==> config.mk <==
export PLATFORM = sky130hd
export DESIGN_NAME = dma_chan_seq
export DESIGN_NICKNAME = d
export VERILOG_FILES = /design/src/rtl/dcs_pkg.sv /design/src/rtl/dcs_regdec.sv /design/src/rtl/dcs_channel.sv /design/src/rtl/dma_chan_seq.sv
export SDC_FILE = /design/constraint.sdc
export NUM_CORES = 1
export LEC_CHECK = 0
export BUFFER_PORTS_ARGS = -buffer_cell sky130_fd_sc_hd__buf_2
export CAP_MARGIN = 20
export CORE_AREA = 2 2 182 184
export CTS_BUF_LIST = sky130_fd_sc_hd__clkbuf_2
export CTS_CLUSTER_DIAMETER = 60
export CTS_CLUSTER_SIZE = 30
export DETAILED_ROUTE_END_ITERATION = 10
export DIE_AREA = 0 0 184 186
export HOLD_SLACK_MARGIN = 0.15
export PLACE_DENSITY = 0.47
export SLEW_MARGIN = 30
export SYNTH_ARGS = -nofsm -noshare
export SYNTH_HDL_FRONTEND = slang
export SYNTH_SLANG_ARGS = --single-unit
==> constraint.sdc <==
create_clock -name clk -period 6 [get_ports clk]
set_input_delay 0.3 -clock clk [delete_from_list [all_inputs] [get_ports clk]]
set_output_delay 0.3 -clock clk [all_outputs]
set_load 0.01 [all_outputs]
==> src/rtl/dcs_pkg.sv <==
package dcs_pkg;

    parameter int unsigned CH_ADDR_W = 12;
    parameter int unsigned CH_SIZE_W = 16;
    parameter int unsigned REG_DW    = 32;
    parameter int unsigned REG_AW    = 6;
    parameter int unsigned N_CH      = 2;

    localparam int unsigned CH_IDX_W = $clog2(N_CH);

    // config word bit positions
    localparam int unsigned CFG_CONT_BIT = 0;
    localparam int unsigned CFG_EN_BIT   = 4;
    localparam int unsigned CFG_PEND_BIT = 5;
    localparam int unsigned CFG_CLR_BIT  = 6;

    typedef enum logic [1:0] {
        FLD_ADDR = 2'd0,
        FLD_SIZE = 2'd1,
        FLD_CFG  = 2'd2,
        FLD_NONE = 2'd3
    } field_e;

    typedef struct packed {
        logic                hit;
        logic [CH_IDX_W-1:0] ch;
        field_e              fld;
    } reg_sel_t;

    typedef struct packed {
        logic [CH_ADDR_W-1:0] start_addr;
        logic [CH_SIZE_W-1:0] start_size;
        logic [CH_ADDR_W-1:0] cur_addr;
        logic [CH_SIZE_W-1:0] remaining;
        logic                 en;
        logic                 cont;
    } chan_state_t;

    typedef struct packed {
        logic [CH_ADDR_W-1:0] cur_addr;
        logic [CH_SIZE_W-1:0] remaining;
        logic                 en;
        logic                 cont;
        logic                 pending;
    } chan_view_t;

    // offset layout: bit 4 picks the channel, bits 3:2 the field
    function automatic reg_sel_t decode_offset(input logic [REG_AW-1:0] a);
        reg_sel_t s;
        s.ch  = a[4 +: CH_IDX_W];
        s.fld = field_e'(a[3:2]);
        s.hit = (a[1:0] == 2'b00) && (a[REG_AW-1:5] == '0) && (a[3:2] != 2'd3);
        if (!s.hit) s.fld = FLD_NONE;
        return s;
    endfunction

    function automatic logic [REG_DW-1:0] cfg_word(input chan_view_t v);
        logic [REG_DW-1:0] w;
        w = '0;
        w[CFG_CONT_BIT] = v.cont;
        w[CFG_EN_BIT]   = v.en;
        w[CFG_PEND_BIT] = v.pending;
        return w;
    endfunction

endpackage

==> src/rtl/dcs_regdec.sv <==
module dcs_regdec
    import dcs_pkg::*;
#(
    parameter int unsigned AW = REG_AW,
    parameter int unsigned DW = REG_DW,
    parameter int unsigned NC = N_CH
) (
    input  logic           reg_wr,
    input  logic [AW-1:0]  reg_addr,
    input  chan_view_t     views [NC],
    output logic [NC-1:0]  wr_strobe,
    output field_e         wr_field,
    output logic [DW-1:0]  reg_rdata
);

    reg_sel_t sel;

    always_comb begin
        sel      = decode_offset(reg_addr);
        wr_field = sel.fld;
    end

    for (genvar c = 0; c < NC; c++) begin : g_strobe
        assign wr_strobe[c] = reg_wr && sel.hit && (sel.ch == c[CH_IDX_W-1:0]);
    end

    always_comb begin
        reg_rdata = '0;
        if (sel.hit) begin
            unique case (sel.fld)
                FLD_ADDR: reg_rdata[CH_ADDR_W-1:0] = views[sel.ch].cur_addr;
                FLD_SIZE: reg_rdata[CH_SIZE_W-1:0] = views[sel.ch].remaining;
                FLD_CFG:  reg_rdata = cfg_word(views[sel.ch]);
                default:  reg_rdata = '0;
            endcase
        end
    end

    // a write never reaches both channels
    always_comb begin
        a_one_target_r9: assert ($onehot0(wr_strobe));
    end

endmodule

==> src/rtl/dcs_channel.sv <==
module dcs_channel
    import dcs_pkg::*;
#(
    parameter int unsigned AW = CH_ADDR_W,
    parameter int unsigned SW = CH_SIZE_W,
    parameter int unsigned DW = REG_DW
) (
    input  logic          clk,
    input  logic          rst,
    input  logic          wr_en,
    input  field_e        wr_field,
    input  logic [DW-1:0] wr_data,
    input  logic          req,
    output chan_view_t    view,
    output logic          xfer_valid,
    output logic [AW-1:0] xfer_addr,
    output logic          done
);

    localparam logic [SW-1:0] ONE = SW'(1);

    chan_state_t st, nxt;
    logic        accept;
    logic        last;

    assign accept = req && st.en && (st.remaining != '0) && !wr_en;
    assign last   = accept && (st.remaining == ONE);

    always_comb begin
        nxt = st;
        if (wr_en) begin
            unique case (wr_field)
                FLD_ADDR: begin
                    nxt.start_addr = wr_data[AW-1:0];
                    nxt.cur_addr   = wr_data[AW-1:0];
                end
                FLD_SIZE: begin
                    nxt.start_size = wr_data[SW-1:0];
                    nxt.remaining  = wr_data[SW-1:0];
                end
                FLD_CFG: begin
                    nxt.cont = wr_data[CFG_CONT_BIT];
                    if (wr_data[CFG_CLR_BIT]) begin
                        nxt.en        = 1'b0;
                        nxt.remaining = '0;
                    end else begin
                        nxt.en = wr_data[CFG_EN_BIT];
                    end
                end
                default: ;
            endcase
        end else if (accept) begin
            if (last && st.cont) begin
                nxt.cur_addr  = st.start_addr;
                nxt.remaining = st.start_size;
            end else begin
                nxt.cur_addr  = st.cur_addr + AW'(1);
                nxt.remaining = st.remaining - ONE;
                if (last) nxt.en = 1'b0;
            end
        end
    end

    always_ff @(posedge clk) begin
        if (rst) begin
            st         <= '0;
            xfer_valid <= 1'b0;
            xfer_addr  <= '0;
            done       <= 1'b0;
        end else begin
            st         <= nxt;
            xfer_valid <= accept;
            done       <= last;
            if (accept) xfer_addr <= st.cur_addr;
        end
    end

    always_comb begin
        view.cur_addr  = st.cur_addr;
        view.remaining = st.remaining;
        view.en        = st.en;
        view.cont      = st.cont;
        view.pending   = st.en && (st.remaining != '0);
    end

    p_reset_r1: assert property (@(posedge clk)
        rst |=> (!st.en && st.remaining == '0 && !xfer_valid && !done));

    p_step_r3: assert property (@(posedge clk) disable iff (rst)
        (accept && !last) |=> (st.cur_addr == $past(st.cur_addr) + AW'(1)
                               && st.remaining == $past(st.remaining) - ONE
                               && xfer_valid && xfer_addr == $past(st.cur_addr)));

    p_reload_r4: assert property (@(posedge clk) disable iff (rst)
        (last && st.cont) |=> (st.cur_addr == $past(st.start_addr)
                               && st.remaining == $past(st.start_size) && st.en));

    p_stop_r4: assert property (@(posedge clk) disable iff (rst)
        (last && !st.cont) |=> (!st.en && st.remaining == '0));

    p_clear_r5: assert property (@(posedge clk) disable iff (rst)
        (wr_en && wr_field == FLD_CFG && wr_data[CFG_CLR_BIT])
            |=> (!st.en && st.remaining == '0 && !view.pending));

    p_done_r6: assert property (@(posedge clk) disable iff (rst)
        done |-> xfer_valid);

    p_ignore_r7: assert property (@(posedge clk) disable iff (rst)
        (!wr_en && (!st.en || st.remaining == '0))
            |=> ($stable(st.cur_addr) && $stable(st.remaining) && !xfer_valid));

    p_write_wins_r10: assert property (@(posedge clk) disable iff (rst)
        wr_en |=> !xfer_valid);

endmodule

==> src/rtl/dma_chan_seq.sv <==
module dma_chan_seq
    import dcs_pkg::*;
(
    input  logic                 clk,
    input  logic                 rst,
    input  logic                 reg_wr,
    input  logic [REG_AW-1:0]    reg_addr,
    input  logic [REG_DW-1:0]    reg_wdata,
    output logic [REG_DW-1:0]    reg_rdata,
    input  logic                 rx_req,
    output logic                 rx_xfer_valid,
    output logic [CH_ADDR_W-1:0] rx_xfer_addr,
    output logic                 rx_done,
    input  logic                 tx_req,
    output logic                 tx_xfer_valid,
    output logic [CH_ADDR_W-1:0] tx_xfer_addr,
    output logic                 tx_done
);

    localparam int unsigned RX = 0;
    localparam int unsigned TX = 1;

    chan_view_t           views [N_CH];
    logic [N_CH-1:0]      wr_strobe;
    field_e               wr_field;
    logic [N_CH-1:0]      req_v;
    logic [N_CH-1:0]      xv_v;
    logic [N_CH-1:0]      done_v;
    logic [CH_ADDR_W-1:0] xa_v [N_CH];

    assign req_v[RX] = rx_req;
    assign req_v[TX] = tx_req;

    dcs_regdec #(.AW(REG_AW), .DW(REG_DW), .NC(N_CH)) u_regdec (
        .reg_wr    (reg_wr),
        .reg_addr  (reg_addr),
        .views     (views),
        .wr_strobe (wr_strobe),
        .wr_field  (wr_field),
        .reg_rdata (reg_rdata)
    );

    for (genvar c = 0; c < N_CH; c++) begin : g_ch
        dcs_channel #(.AW(CH_ADDR_W), .SW(CH_SIZE_W), .DW(REG_DW)) u_ch (
            .clk        (clk),
            .rst        (rst),
            .wr_en      (wr_strobe[c]),
            .wr_field   (wr_field),
            .wr_data    (reg_wdata),
            .req        (req_v[c]),
            .view       (views[c]),
            .xfer_valid (xv_v[c]),
            .xfer_addr  (xa_v[c]),
            .done       (done_v[c])
        );
    end

    assign rx_xfer_valid = xv_v[RX];
    assign rx_xfer_addr  = xa_v[RX];
    assign rx_done       = done_v[RX];
    assign tx_xfer_valid = xv_v[TX];
    assign tx_xfer_addr  = xa_v[TX];
    assign tx_done       = done_v[TX];

    // with no write and no request on a channel, its state holds
    p_quiet_rx_r9: assert property (@(posedge clk) disable iff (rst)
        (!wr_strobe[RX] && !rx_req) |=> ($stable(views[RX].cur_addr) && $stable(views[RX].remaining)));

    p_quiet_tx_r9: assert property (@(posedge clk) disable iff (rst)
        (!wr_strobe[TX] && !tx_req) |=> ($stable(views[TX].cur_addr) && $stable(views[TX].remaining)));

endmodule

==> results.md, run 1 <==
* Status: finished, final reports clean
* Flops & latches, synth at roughly 140
* Core area at about 32000 um^2
* HP Class: in2reg
* Vert. Die Dim at 186 um
* RSZ-0062 raised after global routing: false
* Starting density of the core at 24.9%
* Vias after detailed routing at 7889
* Ys async rst share at 0%
* Largest net degree at the start of global routing at between 80 and 90
* Final Hold Viols at 0
* Num ports at 103
* CP Data Arrival Time at 3200 ps
* Die X at roughly 180 um
* Final setup viols at 0
* Ys Warns at 0
* Slew HR at 36.4%
* Drt initial violations at 701
* Reg2reg path depth at 7
* Top cells by area, synth: dfxtp_1 36%, nand2_1 9.2%, a21oi_1 6.9%
* Clk root buf: clkbuf_2
* Vias in the first global route at 7343
* Total negative slack at 0 ps
* Worst reg2reg startpoint: g_ch[1].u_ch.view[4]$_SDFFE_PP0P_
* Congestion Overflow GR at 0
* WL final at 29.6 mm
* Core Rows at 66
* Post-Syn Area at 8000 um^2
* Worst setup SP type: flip-flop
* Fin. max-slew vios at 0
* Avg Cell Area, Syn at 7.68 um^2
* GRT Total Usage at roughly 17%
* Layout cell share with drive strength beyond 1 at 12.9%
* Post-synth cell types at 74
* Commonest non-fill, non-tap cell in the layout: nand2_1
* Die area at 34200 um^2
* CP endpoint kind: primary output
* CP startpoint: g_ch[1].u_ch.view[4]$_SDFFE_PP0P_
* WP data required at 5700 ps
* R2R Setup Slk at 2810 ps
* Post-synth EDFFs at 0
* Achievable frequency at 285 MHz
* Worst-Margin Slew at about 950 ps
* Most frequent cells in the layout: 196 x nand2_1, 144 x dfxtp_1, 110 x a21oi_1
* WL per Instance at 19.9 um
* Seq/Total Area, Yosys at 36.0%
* Min Tclk post-route at 3500 ps
* # fillers at 3591
* I/O Buffers at 70
* Share of the synthesized area in the top cell type at 36.0%
* Worst flop-to-flop path endpoint: g_ch[1].u_ch.view[9]$_SDFFE_PP0P_
* VDD IR max at between 100 and 150 uV
* Vias per cell at 5.31
* Final net count at 1115
* TritonRoute pass-1 iters at 5
* H-tree Lvls at 4
* Non-Filler Instances at 1487
* Pwr dens at 196 nW/um^2
* Min Hold Slack at 265 ps
* Worst skew pair latency at about 750 ps
* Sink Count at between 100 and 150
* First-pass GRT wire length at 45.1 mm
* Residual DRC at 0
* Post-route ant nets at 0
* RePlAce Congestion at approximately 0.88
* Setup bufs post-CTS at 0
* Clock-pin slew on the worst setup and hold paths at 200 ps
* P_leak at 3.12 nW
* DP HPWL at 20.2 mm
* Placed cells at 1432
* Largest area contributor in the netlist: dfxtp_1
* Clock Skew at 31.2 ps
* Kind of critical path: reg2out
* Initial antenna violation count at 2
* Post-synthesis cell count at 1042
* CTS tree: done
* Top FF cell, synth: dfxtp_1
* Bufs on Longest Clock Path at 2
* CP Capture Point: reg_rdata[5]
* CTS Buf Count at 17
* Crit path max fanout at 10
* Final Cycle Share at 58.4%
* Max_cap viols at 0
* Area delta synth->final at 12.6%
## state kept, by name, indices dropped and copies added, names as in the netlist
register / count
g_ch.u_ch.done: 2
g_ch.u_ch.st: 56
g_ch.u_ch.view: 60
g_ch.u_ch.xfer_addr: 24
g_ch.u_ch.xfer_valid: 2
## what timing repair did
| action | 4_1_cts | 5_1_grt |
|---|---|---|
| hold buffers | 23 | 0 |
| resized for setup | 0 | 0 |
| endpoints found under the hold margin | 114 | 0 |
## Yosys cell counts, drive strengths merged, types with 3 or more instances
library cell    n
nand4b          3
o41ai           5
and2            3
and4            6
a211o          11
or3             6
nand4          15
ha              6
o31a            3
a21oi         110
or4             8
a31oi          10
o22ai           9
a211oi         11
nand3          53
buf            32
o221a           3
or2             3
dfxtp         144
nor2           55
xnor2          23
clkbuf         84
inv             9
a311oi         20
a32oi           3
o31ai           5
nor4b           4
a2111oi         5
nor3           31
and3            6
o21ai          29
a222oi          4
o221ai          8
nand2         196
nor4           14
a221oi          4
a21o            8
mux2i          28
xor2           17
o211ai         19
## worst max-delay path, cell delays in order (launching register included)
cell and delay, ps:
dfxtp_1 400, inv_1 120, ha_1 220, or4b_1 650, or4_4 590, nand3_1 110, a31oi_1 160, buf_2 240
## where the power goes
group / internal [W] / switching (W) / total, W
clock: 0.000271 / 0.000376 / 0.000647
sequential: 0.000962 / 0.00000591 / 0.000968
combinational: 0.0000479 / 0.000103 / 0.000150
## area by class of cell
| type | count | area, um^2 | area share [%] |
|---|---|---|---|
| clock inverters | 12 | 166 | 1.85 |
| diodes | 1 | 2.50 | 0.0278 |
| well taps | 408 | 510 | 5.66 |
| repair buffers | 106 | 681 | 7.55 |
| clock buffers | 19 | 95.1 | 1.05 |
| multi-input cells | 787 | 4640 | 51.5 |
| flip-flops and latches | 144 | 2880 | 32.0 |
| inverters | 10 | 37.5 | 0.416 |
## routing by layer
metal | up-vias | share of wire, % | global-route usage, %
met5 | - | 0.037 | 0
met4 | 2 | 2.5 | 6.14
met3 | 39 | 6.2 | 2.86
met2 | 289 | 43 | 26.1
met1 | 3758 | 49 | 25.1
li1 | 3801 | - | -
## stage by stage
step                      power, W  instance area (um^2)  util (%)  setup slack [ps]
after floorplan            0.00108                  8060         -              3680
after global placement     0.00112                  8500      26.4              2600
after detailed placement   0.00112                  8520      26.4              2620
after CTS                  0.00178                  9010      28.0              2470
after global routing       0.00183                  9020      28.0              2330
final                      0.00177                  9020      28.0              2500
## worst min-delay path by stage
| stage | from | endpoint | slack, ps | depth (start not counted) |
|---|---|---|---|---|
| 3_3_place_gp | g_ch[0].u_ch.st[55]$_SDFFE_PP0P_ | g_ch[0].u_ch.st[55]$_SDFFE_PP0P_ | 440 | 2 |
| 2_1_floorplan | g_ch[0].u_ch.st[55]$_SDFFE_PP0P_ | g_ch[0].u_ch.st[55]$_SDFFE_PP0P_ | 430 | 2 |
| 4_1_cts | rx_req | g_ch[0].u_ch.view[30]$_SDFFE_PP0P_ | 210 | 6 |
| 5_1_grt | rx_req | g_ch[0].u_ch.view[30]$_SDFFE_PP0P_ | 250 | 6 |
| 3_5_place_dp | g_ch[1].u_ch.xfer_addr[6]$_SDFFE_PP0P_ | g_ch[1].u_ch.xfer_addr[6]$_SDFFE_PP0P_ | 440 | 2 |
| 6_report | rx_req | g_ch[0].u_ch.view[30]$_SDFFE_PP0P_ | 260 | 6 |
## kinds of logic after synthesis
family | synth area share (%)
other | 0.0469
and+or+nand+nor | 23.9
AOI/OAI and AO/OA | 23.9
buffers and inverters | 7.14
xor gates and xnor gates | 4.38
muxes | 3.64
adders and majority gates | 0.938
DFF | 36.0
No activity file was read; power rests on OpenSTA's default activity.
==> run 2: changes to the inputs <==
- PLACE_DENSITY: 0.47 -> 0.48
- clock period: 6 -> 3.2 ns (I/O delays scaled with it)
==> run 2 against run 1 <==
  * Clock power rose by 95%
  * Non-clock buffer count rose by 37
  * Register-to-register slack got worse by 2500 ps
  * Critical path type unchanged
  * Critical path depth fell by 1
  * Count of clock-buffer cells in the layout did not move
  * Clock skew rose by 13 ps
==> results.md, run 2 (synthesis results as in run 1) <==
* Final setup viols at 0
* RePlAce Congestion at a little under 0.9
* Pre-CTS WS at about 400 ps
* Vert. Die Dim at roughly 190 um
* Initial antenna violation count at 3
* Die X at around 180 um
* Die area at 34200 um^2
* WL final at approximately 30 mm
* Crit path max fanout at 8
* Starting density of the core at between 20 and 25%
* Max_cap viols at 0
* Sink Count at 144
* RSZ-0062 raised after global routing: false
* CP Data Arrival Time at ~2900 ps
* Slew HR at 44.7%
* Residual DRC at 0
* Vias in the first global route at 7586
* Pwr dens at 361 nW/um^2
* GRT Total Usage at 17.9%
* Core Rows at 66
* Layout cell share with drive strength beyond 1 at 15.8%
* Setup ws final at 128 ps
* Achievable frequency at approximately 330 MHz
* Commonest non-fill, non-tap cell in the layout: nand2_1
* Fin. max-slew vios at 0
* P_leak at roughly 3.3 nW
* Worst setup SP type: flip-flop
* Clock Skew at 44.1 ps
* Clock-pin slew on the worst setup and hold paths at about 230 ps
* Final net count at around 1200
* Core area at 32200 um^2
* Hold path cells at 4
* Min Tclk post-route at 3070 ps
* Final Cycle Share at 96.0%
* Clk root buf: clkbuf_2
* CTS tree: done
* Final Hold Viols at 0
* CTS Buf Count at 17
* VDD IR max at between 150 and 200 uV
* Congestion Overflow GR at 0
* HP Class: in2reg
* Reg2reg path depth at 7
* Worst skew pair latency at around 740 ps
* DP HPWL at 21.0 mm
* Worst-Margin Slew at between 800 and 900 ps
* Max FFs per register at 60
* WP data required at 3040 ps
* Num ports at 103
* Status: finished, final reports clean
* H-tree Lvls at 4
* Largest net degree at the start of global routing at 69
* I/O Buffers at 70
* Most frequent cells in the layout: 196 x nand2_1, 142 x dfxtp_1, 110 x a21oi_1
* Bufs on Longest Clock Path at 2
* Vias per cell at 5.32
* Total negative slack at 0 ps
* Vias after detailed routing at between 8000 and 9000
* CP endpoint kind: primary output
* First-pass GRT wire length at roughly 46 mm
* Area delta synth->final at 16.9%
* WL per Instance at roughly 20 um
* TritonRoute pass-1 iters at 8
* Post-route ant nets at 0
* Kind of critical path: reg2out
* Drt initial violations at 822
run 2: cell types whose count changed in the layout (fill, tap and decap cells not counted), moves of 2 or more:
cell	delta
clkinvlp_4	+2
diode_2	+2
dfxtp_1	-2
buf_4	+31
o21ai_2	-2
dlygate4sd3_1	+4
clkinv_2	-2
buf_12	+2
run 2: area by class of cell:
cell class	count	area, um^2
Clock inverter	13	185
Clock buffer	19	95.1
Inverter	10	37.5
Multi-Input combinational cell	787	4640
Tap cell	408	510
Antenna cell	3	7.51
Timing Repair Buffer	143	993
Sequential cell	144	2890
Fill cell	3529	22900
run 2: final timing paths:
| check | from | to | slack [ps] |
|---|---|---|---|
| setup / recovery | g_ch[1].u_ch.view[12]$_SDFFE_PP0P_ | reg_rdata[5] | 130 |
| hold / removal | reg_wdata[15] | g_ch[1].u_ch.st[45]$_SDFFE_PP0P_ | 240 |
| setup reg to reg | g_ch[0].u_ch.view[3]$_SDFFE_PP0P_ | g_ch[0].u_ch.view[5]$_SDFFE_PP0P_ | 320 |
| hold reg to reg | g_ch[0].u_ch.xfer_addr[3]$_SDFFE_PP0P_ | g_ch[0].u_ch.xfer_addr[3]$_SDFFE_PP0P_ | 460 |
run 2: through the flow:
step                std cells  hold slack (ps)  utilization [%]  instance area (um^2)  total power, W
global route             1527              192             29.0                  9350         0.00351
global placement         1463              440             27.2                  8760         0.00212
CTS                      1523              160             28.9                  9320         0.00341
floorplan                1057              296                -                  8060         0.00203
detailed placement       1463              443             27.2                  8760         0.00212
finish                   1527              245             29.0                  9350         0.00337
run 2: critical path, cell delays in order (launching register included):
cell and delay, ps:
dfxtp_1 370, buf_4 170, or4_1 580, or4_4 600
nand3_1 120, a31oi_2 150, buf_2 200
run 2: what timing repair did:
item	4_1_cts	5_1_grt
hold buffers	27	0
endpoints found under the hold margin	142	0
setup endpoints to repair	1	1
buffers inserted	1	1
resized for setup	2	5
run 2: where the power goes:
group	total (W)	leakage [nW]	internal, W	switching, W
clock	0.00126	0.155	0.000520	0.000741
combinational	0.000298	1.99	0.000102	0.000196
sequential	0.00182	1.16	0.00180	0.0000109
run 2: routing by layer:
layer	wire [um]	part of all wire, %	GRT usage (%)
met1	14700	48	25.8
met2	13000	43	26.6
met3	2040	6.7	3.09
met4	660	2.2	6.05
met5	0	0	0
